### config.mk
export PLATFORM = sky130hd
export DESIGN_NAME = carrier_loss_monitor
export DESIGN_NICKNAME = d
export VERILOG_FILES = /design/src/rtl/clm_pkg.sv /design/src/rtl/clm_sync.sv /design/src/rtl/clm_tracker.sv /design/src/rtl/clm_judge.sv /design/src/rtl/carrier_loss_monitor.sv
export SDC_FILE = /design/constraint.sdc
export NUM_CORES = 1
export LEC_CHECK = 0
export ABC_CLOCK_PERIOD_IN_PS = 900
export BUFFER_PORTS_ARGS = -buffer_cell sky130_fd_sc_hd__buf_2
export CAP_MARGIN = 15
export CELL_PAD_IN_SITES_DETAIL_PLACEMENT = 1
export CELL_PAD_IN_SITES_GLOBAL_PLACEMENT = 2
export CORE_MARGIN = 1
export CORE_UTILIZATION = 23
export CTS_BUF_LIST = sky130_fd_sc_hd__clkbuf_4
export CTS_CLUSTER_DIAMETER = 150
export CTS_CLUSTER_SIZE = 10
export DETAILED_ROUTE_END_ITERATION = 8
export HOLD_SLACK_MARGIN = 0.02
export PLACE_DENSITY = 0.8
export SLEW_MARGIN = 20
export SYNTH_ARGS = -nofsm -noshare
export SYNTH_HDL_FRONTEND = slang
export SYNTH_SLANG_ARGS = --single-unit
### constraint.sdc
create_clock -name clk -period 0.9 [get_ports clk]
set_input_delay 0.135 -clock clk [delete_from_list [all_inputs] [get_ports clk]]
set_output_delay 0.135 -clock clk [all_outputs]
set_load 0.03 [all_outputs]
### src/rtl/clm_pkg.sv
package clm_pkg;

  typedef enum logic [1:0] {
    PORT_AUI  = 2'd0,
    PORT_TP   = 2'd1,
    PORT_GPSI = 2'd2,
    PORT_DAI  = 2'd3
  } port_e;

  typedef enum logic [1:0] {
    LB_NONE     = 2'd0,
    LB_INTERNAL = 2'd1,
    LB_EXTERNAL = 2'd2,
    LB_SPARE    = 2'd3
  } lb_e;

  // End-of-frame decision: one when loss of carrier is to be reported.
  function automatic logic lcar_decide(input port_e p, input lb_e lb,
                                       input logic seen, input logic dropped,
                                       input logic lf_seen);
    logic r;
    r = 1'b0;
    if (lb != LB_INTERNAL) begin
      unique case (p)
        PORT_AUI, PORT_GPSI: r = ~seen | dropped;
        PORT_TP:             r = lf_seen;
        default:             r = 1'b0;
      endcase
    end
    return r;
  endfunction

endpackage

### src/rtl/clm_sync.sv
module clm_sync #(
  parameter int STAGES = 2
) (
  input  logic clk,
  input  logic rst_n,
  input  logic d,
  output logic q
);
  logic [STAGES-1:0] chain;

  always_ff @(posedge clk) begin
    if (!rst_n) chain <= '0;
    else        chain <= {chain[STAGES-2:0], d};
  end

  assign q = chain[STAGES-1];
endmodule

### src/rtl/clm_tracker.sv
module clm_tracker (
  input  logic clk,
  input  logic rst_n,
  input  logic tx_active,
  input  logic crs_s,
  input  logic link_fail,
  output logic end_evt,
  output logic seen,
  output logic dropped,
  output logic lf_seen
);
  logic tx_q;
  logic start_evt;

  assign start_evt = tx_active & ~tx_q;
  assign end_evt   = tx_q & ~tx_active;

  always_ff @(posedge clk) begin
    if (!rst_n) begin
      tx_q    <= 1'b0;
      seen    <= 1'b0;
      dropped <= 1'b0;
      lf_seen <= 1'b0;
    end else begin
      tx_q <= tx_active;
      if (tx_active) begin
        if (start_evt) begin
          seen    <= crs_s;
          dropped <= 1'b0;
          lf_seen <= link_fail;
        end else begin
          seen    <= seen | crs_s;
          dropped <= dropped | (seen & ~crs_s);
          lf_seen <= lf_seen | link_fail;
        end
      end
    end
  end

  AST_DROP_NEEDS_SEEN: assert property (@(posedge clk) disable iff (!rst_n)
    dropped |-> seen);
  AST_END_SINGLE: assert property (@(posedge clk) disable iff (!rst_n)
    end_evt |=> !end_evt);
endmodule

### src/rtl/clm_judge.sv
module clm_judge
  import clm_pkg::*;
(
  input  logic  clk,
  input  logic  rst_n,
  input  logic  end_evt,
  input  port_e port,
  input  lb_e   lb,
  input  logic  seen,
  input  logic  dropped,
  input  logic  lf_seen,
  output logic  lcar_flag,
  output logic  frame_done
);
  logic verdict;

  assign verdict = lcar_decide(port, lb, seen, dropped, lf_seen);

  always_ff @(posedge clk) begin
    if (!rst_n) begin
      lcar_flag  <= 1'b0;
      frame_done <= 1'b0;
    end else begin
      frame_done <= end_evt;
      if (end_evt) lcar_flag <= verdict;
    end
  end

  AST_DONE_AFTER_END: assert property (@(posedge clk) disable iff (!rst_n)
    end_evt |=> frame_done);
  AST_FLAG_HOLD: assert property (@(posedge clk) disable iff (!rst_n)
    !frame_done |-> $stable(lcar_flag));
  AST_INTERNAL_QUIET: assert property (@(posedge clk) disable iff (!rst_n)
    frame_done && $past(lb == LB_INTERNAL) |-> !lcar_flag);
  AST_DAI_QUIET: assert property (@(posedge clk) disable iff (!rst_n)
    frame_done && $past(port == PORT_DAI) |-> !lcar_flag);
  AST_TP_LINK: assert property (@(posedge clk) disable iff (!rst_n)
    frame_done && $past(port == PORT_TP && lb != LB_INTERNAL)
    |-> (lcar_flag == $past(lf_seen)));
endmodule

### src/rtl/carrier_loss_monitor.sv
module carrier_loss_monitor
  import clm_pkg::*;
#(
  parameter int SYNC_STAGES = 2,
  parameter int STATUS_W    = 8,
  parameter int LCAR_BIT    = 7
) (
  input  logic                clk,
  input  logic                rst_n,
  input  logic                tx_active,
  input  logic                carrier_in,
  input  logic [1:0]          port_sel,
  input  logic [1:0]          loop_mode,
  input  logic                link_fail,
  output logic                lcar_flag,
  output logic                frame_done,
  output logic [STATUS_W-1:0] tx_status
);
  logic crs_s;
  logic end_evt;
  logic seen;
  logic dropped;
  logic lf_seen;

  clm_sync #(.STAGES(SYNC_STAGES)) u_sync (
    .clk   (clk),
    .rst_n (rst_n),
    .d     (carrier_in),
    .q     (crs_s)
  );

  clm_tracker u_track (
    .clk       (clk),
    .rst_n     (rst_n),
    .tx_active (tx_active),
    .crs_s     (crs_s),
    .link_fail (link_fail),
    .end_evt   (end_evt),
    .seen      (seen),
    .dropped   (dropped),
    .lf_seen   (lf_seen)
  );

  clm_judge u_judge (
    .clk        (clk),
    .rst_n      (rst_n),
    .end_evt    (end_evt),
    .port       (port_e'(port_sel)),
    .lb         (lb_e'(loop_mode)),
    .seen       (seen),
    .dropped    (dropped),
    .lf_seen    (lf_seen),
    .lcar_flag  (lcar_flag),
    .frame_done (frame_done)
  );

  always_comb begin
    tx_status           = '0;
    tx_status[LCAR_BIT] = lcar_flag;
  end

  AST_STATUS_ONLY_BIT: assert property (@(posedge clk) disable iff (!rst_n)
    $countones(tx_status) <= 1);
endmodule

==> results.sh <==
export IMPL_crit_path_top_delay_cell="dfxtp_2"
export IMPL_register_area_um2=163
export IMPL_cp_num_buf_inv=1
export IMPL_initial_utilization_pct=25.7
export IMPL_finalHoldViolations=0
export IMPL_diodes=0
export IMPL_coreArea_um2=1370
export IMPL_hold_depth=2
export IMPL_rr_worst_depth=3
export IMPL_cts_tree="built"
export IMPL_crit_path_cell_trace="buf_6"
export IMPL_final_period_utilization_pct=97.2
export IMPL_grt_max_degree=10
export IMPL_root_buffer="clkbuf_4"
export IMPL_first_iter_violations=2
export IMPL_arrival_ns=0.74
export IMPL_reg2reg_slack_ns=0.04
export IMPL_end_kind="primary output"
export IMPL_area_growth_pct=24.6
export IMPL_hp_class="in -> reg"
export IMPL_fin_area_um2=438
export IMPL_reg2reg_from="u_track.tx_q"
export IMPL_yosys_area_share_xor_xnor_pct=0
export IMPL_synth_area_um2=352
export IMPL_hold_buffers=0
export IMPL_drive_gt1_share_pct=37.3
export IMPL_vias_per_cell=4.14
export IMPL_multiInputGateArea_um2=153
export IMPL_clk_path_buf_depth=2
export IMPL_peakVddDrop_v=0.000457
export IMPL_wl_um=619
export IMPL_avgSynthCellArea_um2=9.25
export IMPL_finalNetCount=62
export IMPL_insertion_delay_ns=0.25
export IMPL_critical_path_max_stage_delay_ns=0.35
export IMPL_grt_usage_pct=9.39
export IMPL_antenna_found_initial=0
export IMPL_port_buffers=11
export IMPL_setup_viol=0
export IMPL_fp_dieH_um=41.1
export IMPL_cts_clk_slew_worst_paths_ns=0.06
export IMPL_gp_congestion=0.636
export IMPL_overflow=0
export IMPL_hold_end="u_sync.chain[0]"
export IMPL_synth_fa_ha_area_share_pct=0
export IMPL_skew_ns=0.00470
export IMPL_crit_type="reg -> out"
export IMPL_layout_min_cycle_time_ns=0.875
export IMPL_die_w_um=41.1
export IMPL_firstDrtPassIters=2
export IMPL_num_vias=273
export IMPL_io_pins=19
export IMPL_path_max_fanout=3
export IMPL_place_hpwl_um=491
export IMPL_grt_pass1_vias=260
export IMPL_synthMuxAreaShare_pct=0
export IMPL_ys_seq_area_share_pct=45.6
export IMPL_yosys_area_share_simple_pct=24.9
export IMPL_post_route_util_pct=32.1
export IMPL_cts_sinks=8
export IMPL_syn_instance_count=38
export IMPL_clock_fmax_mhz=1140
export IMPL_row_count=13
export IMPL_synth_cell_types=15
export IMPL_ys_ff_latch=8
export IMPL_wl_per_cell_um=9.38
export IMPL_maxCapViolCount=0
export IMPL_cp_required_ns=0.76
export IMPL_cts_buffers=3
export IMPL_hold_start="carrier_in"
export IMPL_fillCellCount=178
export IMPL_p_per_area_nw_per_um2=1720
export IMPL_crit_family="flip-flops"
export IMPL_synth_top_family_by_area="simple AND/OR/NAND/NOR gates"
export IMPL_synth_compound_area_share_pct=10.3
export IMPL_yosys_warnings=0
export IMPL_slew_viol_final=0
export IMPL_htreeDepth=1
export IMPL_grt_first_pass_wirelength_um=986
export IMPL_antenna_left=0
export IMPL_post_dp_cell_area_um2=388
export IMPL_start_kind="register"
export IMPL_die_area_um2=1690
export IMPL_reg2reg_to="u_judge.lcar_flag"
export IMPL_drcViolationCount=0
export IMPL_status="finished clean"
export IMPL_total_leakage_power_nw=0.209
export IMPL_rsz0062_at_grt="true"
==> cell usage in the layout, fill, tap and decap left out <==
| cell | instances |
|---|---|
| and2_1 | 4 |
| buf_2 | 8 |
| clkbuf_4 | 4 |
| buf_4 | 1 |
| nor2b_2 | 2 |
| conb_1 | 7 |
| dfxtp_1 | 6 |
| nand2_1 | 2 |
| buf_6 | 2 |
| inv_1 | 1 |
| a22oi_1 | 2 |
| dfxtp_2 | 2 |
| o21ai_1 | 1 |
| nor2b_1 | 2 |
| nand2b_1 | 2 |
| a31oi_1 | 1 |
| nor2_1 | 2 |
| a41o_1 | 1 |
| nand3b_1 | 1 |
==> metrics by stage <==
stage | hold slack, ns | setup TNS [ns] | power (mW) | instances | setup WS, ns
floorplan | 0.249 | 0 | 0.477 | 44 | 0.0469
detailed placement | 0.352 | -0.0191 | 0.485 | 62 | -0.0191
CTS | 0.0860 | 0 | 0.770 | 65 | 0.0117
global route | 0.111 | -0.00761 | 0.799 | 66 | -0.00519
finish | 0.0980 | 0 | 0.755 | 66 | 0.0253
global placement | 0.347 | -0.00437 | 0.483 | 62 | -0.00437
==> area by class of cell <==
class,instances,area share (%)
well taps,15,4.29
repair buffers,12,17.7
multi-input cells,27,34.9
flip-flops and latches,8,37.1
clock buffers,3,5.14
inverters,1,0.857
==> what timing repair did <==
action,4_1_cts,5_1_grt
resized for setup,7,1
cloned,0,0
hold endpoints to repair,0,0
setup buffers,0,1
endpoints found under the setup margin,3,4
==> metal layers <==
metal	part of all wire (%)	vias up	GRT usage, %
met1	44	126	10.4
met3	9.2	0	3.26
li1	-	135	-
met5	0	-	0
met4	0	0	7.26
met2	47	12	14.5
==> cell usage after synthesis (all sizes together) <==
cell | instances | area (um2)
nor2b | 4 | 27.5
nand2b | 2 | 12.5
nand3b | 1 | 7.51
a31oi | 1 | 6.26
a41o | 1 | 10.0
buf | 8 | 60.1
nor2 | 2 | 7.51
conb | 1 | 3.75
dfxtp | 8 | 160
inv | 1 | 3.75
a22oi | 2 | 15.0
o21ai | 1 | 5.00
nand2 | 2 | 7.51
and2 | 4 | 25.0
==> worst max-delay path by stage <==
stage | from | end | slack, ns | depth (start not counted)
3_5_place_dp | u_track.seen | u_judge.lcar_flag | -0.02 | 3
3_3_place_gp | u_track.seen | u_judge.lcar_flag | -0.004 | 3
2_1_floorplan | u_judge.lcar_flag | tx_status[7] | 0.05 | 1
6_report | u_judge.lcar_flag | lcar_flag | 0.03 | 1
4_1_cts | u_judge.lcar_flag | lcar_flag | 0.01 | 1
5_1_grt | u_judge.lcar_flag | lcar_flag | -0.005 | 1
==> sequential cells by signal, summed over array words and instances, names as in the netlist <==
| name | count |
|---|---|
| u_judge.lcar_flag | 1 |
| u_judge.frame_done | 1 |
| u_track.dropped | 1 |
| u_track.seen | 1 |
| u_track.lf_seen | 1 |
| u_sync.chain | 2 |
| u_track.tx_q | 1 |
==> cell families after synthesis <==
family          Yosys count
flops                     8
buf+inv                   9
other cells               1
simple gates             15
compound gates            5
==> power by group <==
| group | switching, mW | internal [mW] | total [mW] |
|---|---|---|---|
| registers | 0.00575 | 0.368 | 0.374 |
| clock network | 0.119 | 0.152 | 0.272 |
| logic | 0.0721 | 0.0374 | 0.109 |
No activity file was read; power rests on OpenSTA's default activity.
